==> src/rtl/flash_pkt_pkg.sv <==
package flash_pkt_pkg;

    // event / status bit positions
    localparam int EV_W    = 5;
    localparam int EV_WRDY = 0;
    localparam int EV_RRDY = 1;
    localparam int EV_DONE = 2;
    localparam int EV_ECC  = 3;
    localparam int EV_ERR  = 4;

    // operation trigger bits
    localparam int OP_W = 11;
    localparam logic [OP_W-1:0] OP_LEGAL   = 11'b111_1101_1101;
    localparam logic [OP_W-1:0] OP_READERS = 11'b010_1100_1001;
    localparam logic [OP_W-1:0] OP_WRITERS = 11'b100_0001_0000;

    // register offsets
    localparam int OFS_PKT    = 'h00;
    localparam int OFS_CMD    = 'h0C;
    localparam int OFS_PROG   = 'h10;
    localparam int OFS_STS_EN = 'h14;
    localparam int OFS_SIG_EN = 'h18;
    localparam int OFS_STS    = 'h1C;
    localparam int OFS_DATA   = 'h30;

    localparam logic [1:0] MODE_DMA = 2'd2;

    typedef struct packed {
        logic [3:0] addr_cycles;
        logic [1:0] xfer_mode;
        logic [2:0] page_code;
        logic [6:0] rsvd;
        logic [7:0] opc2;
        logic [7:0] opc1;
    } cmd_word_t;

    typedef enum logic [2:0] {
        ST_IDLE,
        ST_FILL,
        ST_DRAIN,
        ST_LOAD,
        ST_EMIT,
        ST_DONE,
        ST_FIN
    } eng_state_t;

    function automatic logic [15:0] page_bytes(input logic [2:0] code);
        case (code)
            3'd0:    page_bytes = 16'd512;
            3'd5:    page_bytes = 16'd1024;
            3'd1:    page_bytes = 16'd2048;
            3'd2:    page_bytes = 16'd4096;
            3'd3:    page_bytes = 16'd8192;
            3'd4:    page_bytes = 16'd16384;
            default: page_bytes = 16'd0;
        endcase
    endfunction

endpackage

==> src/rtl/fpp_irq.sv <==
module fpp_irq
    import flash_pkt_pkg::*;
(
    input  logic            clk,
    input  logic            rst,
    input  logic            sts_en_wr,
    input  logic            sig_en_wr,
    input  logic            sts_clr_wr,
    input  logic [EV_W-1:0] wbits,
    input  logic [EV_W-1:0] ev,
    output logic [EV_W-1:0] status,
    output logic [EV_W-1:0] sts_en,
    output logic [EV_W-1:0] sig_en,
    output logic            irq
);

    logic [EV_W-1:0] clr_mask;

    always_comb begin
        clr_mask = sts_clr_wr ? wbits : '0;
    end

    always_ff @(posedge clk) begin
        if (rst) begin
            status <= '0;
            sts_en <= '0;
            sig_en <= '0;
        end else begin
            // a new event wins over a clear in the same cycle
            status <= (status & ~clr_mask) | (ev & sts_en);
            if (sts_en_wr) sts_en <= wbits;
            if (sig_en_wr) sig_en <= wbits;
        end
    end

    assign irq = |(status & sig_en);

endmodule

==> src/rtl/fpp_engine.sv <==
module fpp_engine
    import flash_pkt_pkg::*;
#(
    parameter int MAX_PKT_BYTES = 64,
    parameter int SIZE_W        = 11,
    parameter int CNT_W         = 12
) (
    input  logic              clk,
    input  logic              rst,
    input  logic              start,
    input  logic [OP_W-1:0]   start_op,
    input  logic              start_dma,
    input  logic [SIZE_W-1:0] pkt_bytes,
    input  logic [CNT_W-1:0]  pkt_cnt,
    input  logic              dp_rd,
    input  logic              dp_wr,
    input  logic [31:0]       dp_wdata,
    output logic [31:0]       dp_rdata,
    input  logic              fin_valid,
    input  logic [7:0]        fin_data,
    output logic              fin_ready,
    output logic              fout_valid,
    output logic [7:0]        fout_data,
    input  logic              fout_ready,
    output logic [2:0]        ev,
    output logic              busy,
    output logic [OP_W-1:0]   cur_op,
    output logic              cur_dma
);

    localparam int BUF_WORDS = MAX_PKT_BYTES / 4;
    localparam int WIDX_W    = (BUF_WORDS > 1) ? $clog2(BUF_WORDS) : 1;
    localparam int WCNT_W    = SIZE_W - 2;
    localparam logic [SIZE_W-1:0] ONE_B = 1;
    localparam logic [WCNT_W-1:0] ONE_W = 1;
    localparam logic [CNT_W-1:0]  ONE_P = 1;

    eng_state_t        st, nxt;
    logic [OP_W-1:0]   op_q;
    logic              dma_q;
    logic [SIZE_W-1:0] bsz_q;
    logic [CNT_W-1:0]  left_q;
    logic [SIZE_W-1:0] bcnt_q;
    logic [WCNT_W-1:0] wcnt_q;
    logic [31:0]       buf_q [BUF_WORDS];

    logic              last_byte, last_word, last_pkt, dma_eff;
    logic [WIDX_W-1:0] widx_b, widx_w;
    logic [1:0]        lane;
    logic              is_rd, is_wr;

    assign last_byte = (bcnt_q == bsz_q - ONE_B);
    assign last_word = (wcnt_q == bsz_q[SIZE_W-1:2] - ONE_W);
    assign last_pkt  = (left_q == ONE_P);
    assign widx_b    = bcnt_q[WIDX_W+1:2];
    assign widx_w    = wcnt_q[WIDX_W-1:0];
    assign lane      = bcnt_q[1:0];
    assign is_rd     = |(start_op & OP_READERS);
    assign is_wr     = |(start_op & OP_WRITERS);
    assign dma_eff   = (st == ST_IDLE) ? start_dma : dma_q;

    always_comb begin
        nxt        = st;
        fin_ready  = 1'b0;
        fout_valid = 1'b0;
        dp_rdata   = '0;
        fout_data  = buf_q[widx_b][8*lane +: 8];
        case (st)
            ST_IDLE: begin
                if (start) begin
                    if (pkt_cnt == '0 || !(is_rd || is_wr)) nxt = ST_DONE;
                    else if (is_rd)                         nxt = ST_FILL;
                    else                                    nxt = ST_LOAD;
                end
            end
            ST_FILL: begin
                fin_ready = 1'b1;
                if (fin_valid && last_byte) nxt = ST_DRAIN;
            end
            ST_DRAIN: begin
                dp_rdata = buf_q[widx_w];
                if (dp_rd && last_word) nxt = last_pkt ? ST_DONE : ST_FILL;
            end
            ST_LOAD: begin
                if (dp_wr && last_word) nxt = ST_EMIT;
            end
            ST_EMIT: begin
                fout_valid = 1'b1;
                if (fout_ready && last_byte) nxt = last_pkt ? ST_DONE : ST_LOAD;
            end
            ST_DONE: nxt = ST_FIN;
            ST_FIN:  nxt = ST_IDLE;
            default: nxt = ST_IDLE;
        endcase
        ev[0] = (nxt == ST_LOAD) && (st != ST_LOAD) && !dma_eff;
        ev[1] = (st == ST_FILL) && fin_valid && last_byte && !dma_q;
        ev[2] = (st == ST_DONE);
    end

    always_ff @(posedge clk) begin
        if (rst) begin
            st     <= ST_IDLE;
            op_q   <= '0;
            dma_q  <= 1'b0;
            bsz_q  <= '0;
            left_q <= '0;
            bcnt_q <= '0;
            wcnt_q <= '0;
        end else begin
            st <= nxt;
            case (st)
                ST_IDLE: if (start) begin
                    op_q   <= start_op;
                    dma_q  <= start_dma;
                    bsz_q  <= pkt_bytes;
                    left_q <= pkt_cnt;
                    bcnt_q <= '0;
                    wcnt_q <= '0;
                end
                ST_FILL: if (fin_valid) bcnt_q <= last_byte ? '0 : bcnt_q + ONE_B;
                ST_DRAIN: if (dp_rd) begin
                    wcnt_q <= last_word ? '0 : wcnt_q + ONE_W;
                    if (last_word) left_q <= left_q - ONE_P;
                end
                ST_LOAD: if (dp_wr) wcnt_q <= last_word ? '0 : wcnt_q + ONE_W;
                ST_EMIT: if (fout_ready) begin
                    bcnt_q <= last_byte ? '0 : bcnt_q + ONE_B;
                    if (last_byte) left_q <= left_q - ONE_P;
                end
                ST_FIN: op_q <= '0;
                default: ;
            endcase
        end
    end

    // packet storage, no reset needed
    always_ff @(posedge clk) begin
        if (st == ST_FILL && fin_valid) buf_q[widx_b][8*lane +: 8] <= fin_data;
        if (st == ST_LOAD && dp_wr)     buf_q[widx_w] <= dp_wdata;
    end

    assign busy    = (st != ST_IDLE);
    assign cur_op  = op_q;
    assign cur_dma = dma_q;

endmodule

==> src/rtl/flash_pkt_port.sv <==
module flash_pkt_port
    import flash_pkt_pkg::*;
#(
    parameter int MAX_PKT_BYTES = 64,
    parameter int SIZE_W        = 11,
    parameter int CNT_W         = 12,
    parameter int ADDR_W        = 8
) (
    input  logic              clk,
    input  logic              rst,
    input  logic              reg_wr,
    input  logic              reg_rd,
    input  logic [ADDR_W-1:0] reg_addr,
    input  logic [31:0]       reg_wdata,
    output logic [31:0]       reg_rdata,
    output logic              irq,
    output logic              busy,
    output logic [OP_W-1:0]   fl_op,
    output logic [7:0]        fl_opc1,
    output logic [7:0]        fl_opc2,
    output logic [3:0]        fl_addr_cycles,
    output logic [15:0]       fl_page_bytes,
    output logic              fl_dma,
    input  logic              fl_ecc_err,
    input  logic              fin_valid,
    input  logic [7:0]        fin_data,
    output logic              fin_ready,
    output logic              fout_valid,
    output logic [7:0]        fout_data,
    input  logic              fout_ready
);

    localparam int CNT_LSB = 12;

    logic [31:0]     pkt_q;
    cmd_word_t       cmd_q;
    logic            hit_pkt, hit_cmd, hit_prog, hit_sen, hit_gen, hit_sts, hit_data;
    logic            trig_legal, eng_start, trig_err;
    logic [OP_W-1:0] trig_op;
    logic [2:0]      eng_ev;
    logic            eng_dma;
    logic [EV_W-1:0] all_ev, irq_status, sts_en_q, sig_en_q;
    logic [31:0]     dp_rdata;

    assign hit_pkt  = (reg_addr == ADDR_W'(OFS_PKT));
    assign hit_cmd  = (reg_addr == ADDR_W'(OFS_CMD));
    assign hit_prog = (reg_addr == ADDR_W'(OFS_PROG));
    assign hit_sen  = (reg_addr == ADDR_W'(OFS_STS_EN));
    assign hit_gen  = (reg_addr == ADDR_W'(OFS_SIG_EN));
    assign hit_sts  = (reg_addr == ADDR_W'(OFS_STS));
    assign hit_data = (reg_addr == ADDR_W'(OFS_DATA));

    assign trig_op    = reg_wdata[OP_W-1:0];
    assign trig_legal = $onehot(trig_op) && ((trig_op & ~OP_LEGAL) == '0)
                        && (reg_wdata[31:OP_W] == '0);
    assign eng_start  = reg_wr && hit_prog && !busy && trig_legal;
    assign trig_err   = reg_wr && hit_prog && !busy && !trig_legal;

    always_ff @(posedge clk) begin
        if (rst) begin
            pkt_q <= '0;
            cmd_q <= '0;
        end else begin
            if (reg_wr && hit_pkt) pkt_q <= reg_wdata;
            if (reg_wr && hit_cmd) cmd_q <= cmd_word_t'(reg_wdata);
        end
    end

    fpp_engine #(
        .MAX_PKT_BYTES (MAX_PKT_BYTES),
        .SIZE_W        (SIZE_W),
        .CNT_W         (CNT_W)
    ) u_engine (
        .clk        (clk),
        .rst        (rst),
        .start      (eng_start),
        .start_op   (trig_op),
        .start_dma  (fl_dma),
        .pkt_bytes  (pkt_q[SIZE_W-1:0]),
        .pkt_cnt    (pkt_q[CNT_LSB +: CNT_W]),
        .dp_rd      (reg_rd && hit_data),
        .dp_wr      (reg_wr && hit_data),
        .dp_wdata   (reg_wdata),
        .dp_rdata   (dp_rdata),
        .fin_valid  (fin_valid),
        .fin_data   (fin_data),
        .fin_ready  (fin_ready),
        .fout_valid (fout_valid),
        .fout_data  (fout_data),
        .fout_ready (fout_ready),
        .ev         (eng_ev),
        .busy       (busy),
        .cur_op     (fl_op),
        .cur_dma    (eng_dma)
    );

    assign all_ev = {trig_err, fl_ecc_err, eng_ev};

    fpp_irq u_irq (
        .clk        (clk),
        .rst        (rst),
        .sts_en_wr  (reg_wr && hit_sen),
        .sig_en_wr  (reg_wr && hit_gen),
        .sts_clr_wr (reg_wr && hit_sts),
        .wbits      (reg_wdata[EV_W-1:0]),
        .ev         (all_ev),
        .status     (irq_status),
        .sts_en     (sts_en_q),
        .sig_en     (sig_en_q),
        .irq        (irq)
    );

    always_comb begin
        reg_rdata = '0;
        if (reg_rd) begin
            if (hit_pkt)  reg_rdata = pkt_q;
            if (hit_cmd)  reg_rdata = cmd_q;
            if (hit_sen)  reg_rdata = 32'(sts_en_q);
            if (hit_gen)  reg_rdata = 32'(sig_en_q);
            if (hit_sts)  reg_rdata = 32'(irq_status);
            if (hit_data) reg_rdata = dp_rdata;
        end
    end

    assign fl_opc1        = cmd_q.opc1;
    assign fl_opc2        = cmd_q.opc2;
    assign fl_addr_cycles = cmd_q.addr_cycles;
    assign fl_page_bytes  = page_bytes(cmd_q.page_code);
    assign fl_dma         = (cmd_q.xfer_mode == MODE_DMA);

endmodule

==> config.mk <==
export PLATFORM = sky130hd
export DESIGN_NAME = flash_pkt_port
export DESIGN_NICKNAME = d
export VERILOG_FILES = /design/src/rtl/flash_pkt_pkg.sv /design/src/rtl/fpp_irq.sv /design/src/rtl/fpp_engine.sv /design/src/rtl/flash_pkt_port.sv
export SDC_FILE = /design/constraint.sdc
export NUM_CORES = 1
export LEC_CHECK = 0
export ABC_AREA = 1
export BUFFER_PORTS_ARGS = -buffer_cell sky130_fd_sc_hd__buf_2
export CAP_MARGIN = 15
export CORE_ASPECT_RATIO = 1.2
export CORE_MARGIN = 10
export CORE_UTILIZATION = 43
export DETAILED_ROUTE_END_ITERATION = 8
export HOLD_SLACK_MARGIN = 0.12
export SLEW_MARGIN = 10
export SYNTH_ARGS = -nofsm -noshare
export SYNTH_HDL_FRONTEND = slang
export SYNTH_SLANG_ARGS = --single-unit
==> constraint.sdc <==
create_clock -name clk -period 5.45 [get_ports clk]
set_input_delay 0.545 -clock clk [delete_from_list [all_inputs] [get_ports clk]]
set_output_delay 0.545 -clock clk [all_outputs]
set_load 0.01 [all_outputs]
; ---- After elaboration in Yosys (flattened, before gate mapping)
; Memory sizes are Yosys's and may differ from the RTL's. A register that Yosys moved wholly into a read port is not among the register bits.
; Cells that the tools add are included.
[op_classes]
n_addsub = 16
eq_ne = 31
n_shift = 3
muxes = 52
bitwise_logic = 5
n_reduce_logical = 50
[ops]
columns = cell, n
row1 = two-way mux 32 bit, 11
row2 = case mux 15 bit (6 select lines), 1
row3 = two-way mux 12 bit, 5
row4 = two-way mux 11 bit, 5
row5 = two-way mux 9 bit, 4
row6 = case mux 12 bit (3 select lines), 1
row7 = negation 5 -> 34 bit, 1
row8 = variable shift 8 x 34 -> 32 bit (first input constant), 1
row9 = variable part select 8 x 34 -> 32 bit, 1
row10 = case mux 11 bit (3 select lines), 1
row11 = equality test 8 x 5 -> 1 bit (second input constant), 4
row12 = OR reduction 32 bit, 1
row13 = variable part select 32 x 6 -> 8 bit, 1
row14 = case mux 9 bit (3 select lines), 1
row15 = two-way mux 3 bit, 8
row16 = logical AND 1 bit, 23
row17 = case mux 11 bit (2 select lines), 1
row18 = zero test 21 bit, 1
row19 = two-way mux 4 bit, 5
row20 = case mux 3 bit (6 select lines), 1
row21 = AND 5 bit, 3
row22 = equality test 3 x 2 -> 1 bit (second input constant), 5
row23 = equality test 3 bit (second input constant), 5
row24 = equality test 12 x 1 -> 1 bit (second input constant), 1
row25 = other kinds (38), 66
[totals]
register_bits = 137
ramBits = 512
input_bits = 55
out_inout_bits = 92
word_cells = 175
mem_count = 1
[mem_list]
columns = name, words, width, rd, rd_clocked_by_memory_dff, wr, line
row1 = u_engine.buf_q, 16, 32, 2, 2, 1, fpp_engine.sv:45  ; logic [31:0] buf_q [BUF_WORDS];

; ---- Logic depth before layout (Yosys ltp)
; Gate-level depths: netlist (run 1).
[depth]
ltp_word = 15
depth_mapped = 23
depth_no_buf = 22

; ---- Cells and area by module
; From an unflattened synthesis (run 1), not the netlist that was laid out.
[unflattened]
cells_unflattened = 3947
area_unflattened_um2 = 33947.6
[by_module_without_submodules]
columns = module, n_inst, cells_each, area_per_inst_um2, seq_area_each_um2
row1 = fpp_engine, 1, 3267, 29528.3, 16696.0
row2 = flash_pkt_port, 1, 601, 3856.2, 1281.2
row3 = fpp_irq, 1, 79, 563.0, 300.3

; ---- Least setup slack after synthesis (run 1)
; Ideal clock, no wire load.
[synth_timing]
path_kind = input to register
start = input reg_wdata[0]
end = register u_engine.bcnt_q[10]
setup_time_ps = 118
arrival_time_ps = 4005
required_time_ps = 5332
setup_slack_ps = 1327
stages = 22
path_buffers = 1
cell_sequence = fa_1 fa_1 inv_1 fa_1 inv_1 fa_1 inv_1 fa_1 nand2_1 nor2_1 nand2_1 nor2_1 nand2_4 nand2_4 nand3_4 inv_2 buf_6 nand3_2 nor2_2 nand2_1 nor2_1 a21oi_1
[synth_via]
elab_chain_len = 10
[synth_lines]
columns = item, line
row1 = "start, declared", flash_pkt_port.sv:14  ; input logic [31:0] reg_wdata,
row2 = adder 1 x 1 -> 2 bit (not written as such), flash_pkt_port.sv:54  ; assign trig_legal = $onehot(trig_op) && ((trig_op & ~OP_LEGAL) == '0)
row3 = adder 2 x 2 -> 3 bit (not written as such), flash_pkt_port.sv:54
row4 = adder 3 x 3 -> 4 bit (not written as such), flash_pkt_port.sv:54
row5 = adder 4 x 3 -> 4 bit (not written as such), flash_pkt_port.sv:54
row6 = equality test 4 x 1 -> 1 bit, flash_pkt_port.sv:54
row7 = logical AND 1 bit, flash_pkt_port.sv:54
row8 = logical AND 1 bit, flash_pkt_port.sv:55  ; && (reg_wdata[31:OP_W] == '0);
row9 = logical AND 1 bit, flash_pkt_port.sv:56  ; assign eng_start = reg_wr && hit_prog && !busy && trig_legal;
row10 = != test 2 bit (no source line), n/a
row11 = AND reduction 4 bit (no source line), n/a
row12 = "end signal, assigned", fpp_engine.sv:120  ; ST_FILL: if (fin_valid) bcnt_q <= last_byte ? '0 : bcnt_q + ONE_B;
row13 = "end signal, assigned", fpp_engine.sv:127  ; bcnt_q <= last_byte ? '0 : bcnt_q + ONE_B;
row14 = "end, declared", fpp_engine.sv:43  ; logic [SIZE_W-1:0] bcnt_q;
; Every way passes these cells.
; A chain may end at the register's enable or synchronous reset.

==> results.tsv, run 1 <==
stage	metric	value	unit
finish	share of layout cells above drive strength 1	0.0946	
pwr	Switching Fraction	0.213	
routing	via count	29700	
synthesis	Synth Flop Type	edfxtp_1	
routing	DR pass1 iterations	6	
clock_network	Clock Path Buffers	3	
pwr	part of the power in combinational logic	0.017	
grt	grt peak-use layer	met2	
setup_path	Data required, critical path	4.91	ns
hold_path	Hold Path Depth	3	
clock_network	clk sink count	657	
setup_path	Arr. time, crit path	3.88	ns
setup_path	Cell Chain, Critical Path	inv_4, buf_12, buf_4, o21ai_0, o221ai_1, o211ai_1, nand2_1, a21oi_1, a311oi_1, buf_2	
grt	largest net degree at the start of global routing	186	
clock_network	Clk Latency, worst-skew pair	0.64	ns
floorplanning	Die X	276	microns
sta	final slew viol count	0	
grt	grt met2 use	0.418	
setup_path	CP peak stage delay	0.61	ns
sta	minimum clock period	4.43	ns
clock_network	CTS Buf Count	69	
finish	# fillers	7310	
pwr	internal power	8.22	mW
setup_path	Setup crit end kind	primary output	
sta	Hold WS	0.177	ns
sta	Fin. Hold Viols	0	
pwr	Peak VDD IR	371	uV
routing	wire per inst	24.2	microns
pwr	Psw	2.22	mW
finish	register area	0.0183	sq mm
finish	most frequent cells in the layout	o21ai_0, nor2_1, edfxtp_1	
placed_design	gpl congestion	0.942	
sta	Total Negative Setup Slacks	0	ns
synthesis	asr flop ratio synth	0	
floorplanning	Die ar.	0.0906	sq mm
clock_network	clk slew on worst S/H paths	0.06	ns
pwr	power share of the sequential group	0.511	
grt	vias in the first global route	27800	
sta	period utilization	0.812	
synthesis	sequential area share after synthesis	0.539	
synthesis	Yosys reg bits	657	
clock_network	Post-CTS Setup Bufs	0	
sta	Setup Skew	0.0245	ns
pwr	pwr dens	278	mW/mm^2
run_status	status	finished clean	
setup_path	path depth of the worst reg2reg path	9	
floorplanning	num rows	112	
setup_path	crit path kind	register to primary output	
floorplanning	# IOs	147	
hold_path	min-delay worst type	primary input to register	
sta	highest clock rate	226	MHz
routing	post-route ant nets	0	
synthesis	Post-Synthesis Cells	3906	
grt	initial antenna violation count	2	
synthesis	syn_area_per_cell	8.68	sq um
placed_design	input/output buffers	136	
clock_network	TritonCTS clock tree	yes	
synthesis	mapped cell area	0.0339	sq mm
synthesis	Post-synth EDFFs	512	
routing	DRT iter0 DRCs	3684	
clock_network	Hold Buf Count CTS	0	
pwr	leakage	13.6	nW
setup_path	critical path startpoint category	register	
finish	area delta synth->final	10.8	%
grt	gr usage total	0.255	
sta	RSZ-0062 raised after global routing	false	
finish	Multi-input gate area	0.0133	sq mm
finish	commonest non-fill, non-tap cell in the layout	o21ai_0	
routing	Avg Vias per Cell	5.98	
routing	drt total wl	120000	microns
sta	Slew headroom	0.254	
synthesis	Ys Warns	0	
floorplanning	core area	0.0781	sq mm
clock_network	H-tree depth	3	
pwr	Clock power frac	0.472	
routing	Post-route DRC	0	
floorplanning	Initial Util	0.435	
placed_design	HPWL Detailed	79600	microns
sta	Worst-Margin Slew	1.11	ns
finish	post-layout util	0.482	
grt	M1 GR Usage	0.324	
sta	Setup Viol. Count Final	0	
job	number of max-cap violations	0	
setup_path	Critical Path Slowest Stage Cell	inv_4	
setup_path	Crit Path Max Fanout	79	
finish	nets	3965	
grt	first-pass GRT wire length	178000	microns
clock_network	CTS resizes	0	
synthesis	Cell variety after synth	62	
pwr	Power Total	10.4	mW
clock_network	CTS Root Cell	clkbuf_16	
floorplanning	Die Y	328	microns
grt	M3 GR Usage	0.0398	
grt	gr ovfl total	0	
-- stage by stage --
| step | cells | cell area [sq um] | worst slack, ns |
|---|---|---|---|
| final | 4971 | 37600 | 1.02 |
| after global routing | 4970 | 37600 | 0.914 |
| after CTS | 4965 | 37500 | 1.07 |
| after detailed placement | 4840 | 35200 | 0.665 |
| after global placement | 4840 | 35200 | 0.708 |
| after floorplan | 3915 | 34000 | 1.33 |
-- metal layers --
layer	vias to the layer above	share of wire
li1	13700	-
met1	14200	0.40
met2	1575	0.47
met3	289	0.084
met4	2	0.048
met5	-	0.00011
-- cells in the mapped netlist (2+ instances only) --
cell type | instances | share of area
clkbuf_1 | 238 | 0.026
nor2_2 | 6 | 0.0011
ha_1 | 13 | 0.0048
nand2_2 | 3 | 0.00055
o211ai_1 | 121 | 0.027
a221oi_1 | 2 | 0.00052
nand3b_1 | 2 | 0.00044
a2bb2oi_1 | 3 | 0.00077
buf_6 | 2 | 0.00066
a21oi_2 | 4 | 0.0010
a311oi_1 | 10 | 0.0026
nor3_1 | 16 | 0.0024
nand2_4 | 3 | 0.0010
o2111ai_1 | 4 | 0.0010
a21oi_1 | 331 | 0.049
inv_2 | 10 | 0.0011
o221ai_1 | 65 | 0.017
fa_1 | 7 | 0.0041
a31oi_1 | 3 | 0.00055
o31ai_1 | 2 | 0.00044
buf_4 | 30 | 0.0066
o21ai_0 | 706 | 0.10
buf_1 | 12 | 0.0013
o21ai_1 | 12 | 0.0018
nand2_1 | 415 | 0.046
nor2_1 | 568 | 0.063
xor2_1 | 11 | 0.0028
buf_2 | 26 | 0.0038
a32o_1 | 6 | 0.0018
nor3_2 | 3 | 0.00089
nor3b_1 | 2 | 0.00044
nand3_2 | 2 | 0.00059
nand3_1 | 243 | 0.036
edfxtp_1 | 512 | 0.45
clkinv_1 | 6 | 0.00066
nand4_1 | 16 | 0.0030
xnor2_1 | 7 | 0.0018
o22ai_1 | 37 | 0.0068
inv_1 | 276 | 0.031
dfxtp_1 | 145 | 0.086
nor2_4 | 2 | 0.00066
a22o_1 | 4 | 0.0010
-- flip-flops by register name (all words and copies together) (netlist names), named ones only --
name,count
u_engine.wcnt_q,9
pkt_q,32
cmd_q,12
fl_opc2,8
u_engine.bsz_q,11
u_engine.st,3
u_irq.status,5
fl_addr_cycles,4
u_engine.buf_q,512
u_engine.cur_dma,1
u_engine.cur_op,11
u_irq.sts_en,5
u_engine.bcnt_q,11
u_engine.left_q,12
u_irq.sig_en,5
fl_opc1,8
-- cells by family (layout without fill, tap and decap cells) --
family | Yosys count | in the layout | synth area share
other | 1 | 11 | 0.000111
AND/OR/NAND/NOR | 1290 | 1290 | 0.159
AO/OA/AOI/OAI | 1318 | 1318 | 0.217
buffers and inverters | 602 | 631 | 0.0715
adder cells (fa/ha/maj) | 20 | 20 | 0.00893
XOR/XNOR | 18 | 18 | 0.00465
flip-flops | 657 | 657 | 0.539
-- layout make-up --
type	count	share of cell area
diodes	1	0.0000666
clock buffers	85	0.0498
clock inverters	40	0.0112
inverters	294	0.0296
multi-input cells	2656	0.353
flip-flops and latches	657	0.487
well taps	1026	0.0342
repair buffers	212	0.0353
-- power groups by stage --
stage / Combinational (mW) / Sequential (mW) / Clock, mW
floorplan: 0.0948 / 5.45 / 0
detailed placement: 0.178 / 5.45 / 0
CTS: 0.178 / 5.34 / 4.94
global placement: 0.178 / 5.45 / 0
finish: 0.182 / 5.34 / 4.93
global route: 0.198 / 5.34 / 5.14
-- worst paths after layout --
| check | startpoint | endpoint | slack (ns) |
|---|---|---|---|
| hold / removal | fl_ecc_err | u_irq.status[3]$_SDFF_PP0_ | 0.18 |
| setup reg to reg | u_engine.st[1]$_SDFF_PP0_ | u_engine.buf_q[7][23]$_DFFE_PP_ | 1.68 |
| setup / recovery | register | reg_rdata[9] | 1.02 |
| hold reg to reg | u_engine.cur_op[5]$_SDFFE_PP0P_ | u_engine.cur_op[5]$_SDFFE_PP0P_ | 0.44 |
-- worst max-delay path: cells and delay by family, from the launching register on --
kind,cells,cell delay (ns)
flops,1,0.48
simple gates,1,0.18
buf+inv,4,1.57
compound gates,5,0.90
Note: power is estimated with default switching activity, not from simulation.
==> inputs of run 2 (changes only) <==
==> constraint.sdc (replaced) <==
create_clock -name clk -period 4 [get_ports clk]
set_input_delay 0.4 -clock clk [delete_from_list [all_inputs] [get_ports clk]]
set_output_delay 0.4 -clock clk [all_outputs]
set_load 0.01 [all_outputs]
==> results.tsv, run 2 (synthesized netlist as in run 1, its figures left out) <==
stage	metric	value	unit	change
routing	post-route ant nets	0		unchanged
finish	post-layout util	0.498		was 0.482
sta	final slew viol count	0		unchanged
clock_network	TritonCTS clock tree	yes		unchanged
setup_path	Setup crit end kind	primary output		unchanged
pwr	Power Total	14.0	mW	was 10.4 mW
pwr	Peak VDD IR	311	uV	was 371 uV
finish	Final Instance Count excl. Fillers	5113		was 4971
placed_design	input/output buffers	136		unchanged
sta	Setup Skew	0.0183	ns	was 0.0245 ns
setup_path	Data required, critical path	3.60	ns	was 4.91 ns
finish	register area	0.0183	sq mm	unchanged
hold_path	Hold Path Depth	3		unchanged
setup_path	path depth of the worst reg2reg path	10		was 9
grt	largest net degree at the start of global routing	131		was 186
finish	max FFs per register	512		unchanged
grt	vias in the first global route	28600		was 27800
grt	first-pass GRT wire length	182000	microns	was 178000 microns
finish	Multi-input gate area	0.0133	sq mm	about the same
sta	RSZ-0062 raised after global routing	false		unchanged
floorplanning	Initial Util	0.435		unchanged
sta	Worst-Margin Slew	1.20	ns	was 1.11 ns
placed_design	placed cell areas	0.0363	sq mm	was 0.0352 sq mm
finish	commonest non-fill, non-tap cell in the layout	o21ai_0		unchanged
finish	largest registers	u_engine.buf_q (512), pkt_q (32)		unchanged
placed_design	gpl congestion	0.927		was 0.942
pwr	leakage	14.3	nW	was 13.6 nW
floorplanning	Die ar.	0.0906	sq mm	unchanged
routing	wire per inst	24.1	microns	was 24.2 microns
routing	DR pass1 iterations	6		unchanged
clock_network	clk sink count	657		unchanged
routing	drt total wl	123000	microns	was 120000 microns
sta	Fin. Hold Viols	0		unchanged
floorplanning	Die Y	328	microns	unchanged
grt	initial antenna violation count	7		was 2
clock_network	Clk Latency, worst-skew pair	0.63	ns	was 0.64 ns
routing	Post-route DRC	0		unchanged
sta	period utilization	0.966		
finish	Finished Cell Area	0.0389	sq mm	was 0.0376 sq mm
sta	highest clock rate	259	MHz	
placed_design	Setup WS pre-CTS	-0.481	ns	was 0.665 ns
floorplanning	num rows	112		unchanged
setup_path	Crit Path Max Fanout	29		was 79
clock_network	CTS Buf Count	69		unchanged
finish	share of layout cells above drive strength 1	0.120		was 0.0946
setup_path	Arr. time, crit path	3.46	ns	was 3.88 ns
job	number of max-cap violations	0		unchanged
finish	# fillers	7257		was 7310
routing	Avg Vias per Cell	5.92		was 5.98
sta	Final WS setup	0.136	ns	was 1.02 ns
clock_network	Clock Path Buffers	3		unchanged
floorplanning	Die X	276	microns	unchanged
finish	area delta synth->final	14.5	%	was 10.8%
grt	gr usage total	0.262		was 0.255
clock_network	H-tree depth	3		unchanged
grt	gr ovfl total	0		unchanged
clock_network	clk slew on worst S/H paths	0.06	ns	about the same
floorplanning	# IOs	147		unchanged
hold_path	min-delay worst type	primary input to register		unchanged
finish	Reg with most FFs	u_engine.buf_q		unchanged
floorplanning	core area	0.0781	sq mm	unchanged
routing	via count	30300		was 29700
finish	most frequent cells in the layout	o21ai_0, nor2_1, edfxtp_1		unchanged
placed_design	placed insts	4960		was 4840
setup_path	critical path startpoint category	register		unchanged
pwr	pwr dens	361	mW/mm^2	was 278 mW/mm^2
setup_path	crit path kind	register to primary output		unchanged
finish	nets	4106		was 3965
run_status	status	finished clean		unchanged
routing	DRT iter0 DRCs	3576		was 3684
sta	Slew headroom	0.194		was 0.254
sta	minimum clock period	3.86	ns	
placed_design	HPWL Detailed	82500	microns	was 79600 microns
sta	Setup Viol. Count Final	0		unchanged
clock_network	CTS Root Cell	clkbuf_16		unchanged
-- run 2: cell count changes in the layout (fill, tap and decap cells not counted), moves of 3 or more --
cell / change
buf_12: +16
buf_4: +102
clkbuf_1: +5
clkbuf_8: -3
clkinv_2: -3
dlygate4sd3_1: +23
-- run 2: timing repair --
action                                 CTS  global route
gates resized for setup                  0             9
hold buffers                            23             0
buffers inserted                         0             1
setup endpoints to repair                0            34
endpoints found under the hold margin   37             0
-- run 2: worst paths after layout --
path | start | end | slack, ns
min | reg_wdata[20] | cmd_q[20]$_SDFFE_PP0P_ | 0.15
min reg2reg | u_engine.cur_op[5]$_SDFFE_PP0P_ | u_engine.cur_op[5]$_SDFFE_PP0P_ | 0.44
max reg2reg | u_engine.st[2]$_SDFF_PP0_ | u_engine.buf_q[15][20]$_DFFE_PP_ | 0.72
max | register | fout_data[7] | 0.14
-- run 2: cell type report --
class,count,share of cell area
clock inverter,38,0.00902
sequential,657,0.471
inverter,294,0.0287
multi-input combinational,2656,0.343
tap,1026,0.0330
timing repair buffer,353,0.0680
antenna,2,0.000129
clock buffer,87,0.0476
-- run 2: through the flow --
stage	setup TNS (ns)	hold slack, ns
floorplan	0	0.434
detailed placement	-19.55	0.430
CTS	0	0.122
finish	0	0.152
global route	0	0.141
global placement	-17.55	0.436
-- run 2: power by group --
part,switching [mW],internal [mW]
Sequential,0.00121,7.27
Clock,2.79,3.67
Combinational,0.182,0.0906
-- run 2: layer usage --
metal	GRT usage	wire (microns)	up-vias
met5	0	85	-
met4	0.140	6400	12
met3	0.0442	10600	308
met2	0.432	58500	1565
met1	0.326	47900	14400
li1	-	-	14000
-- run 2: worst max-delay path, stage by stage, from the launching register on --
cell and delay, ns:
dfxtp_4 0.59, inv_2 0.31, buf_12 0.27, buf_12 0.18
o21ai_0 0.09, o22ai_1 0.09, o21ai_0 0.42, nand3_1 0.14
nand3_1 0.27, nand3_1 0.22, buf_2 0.20
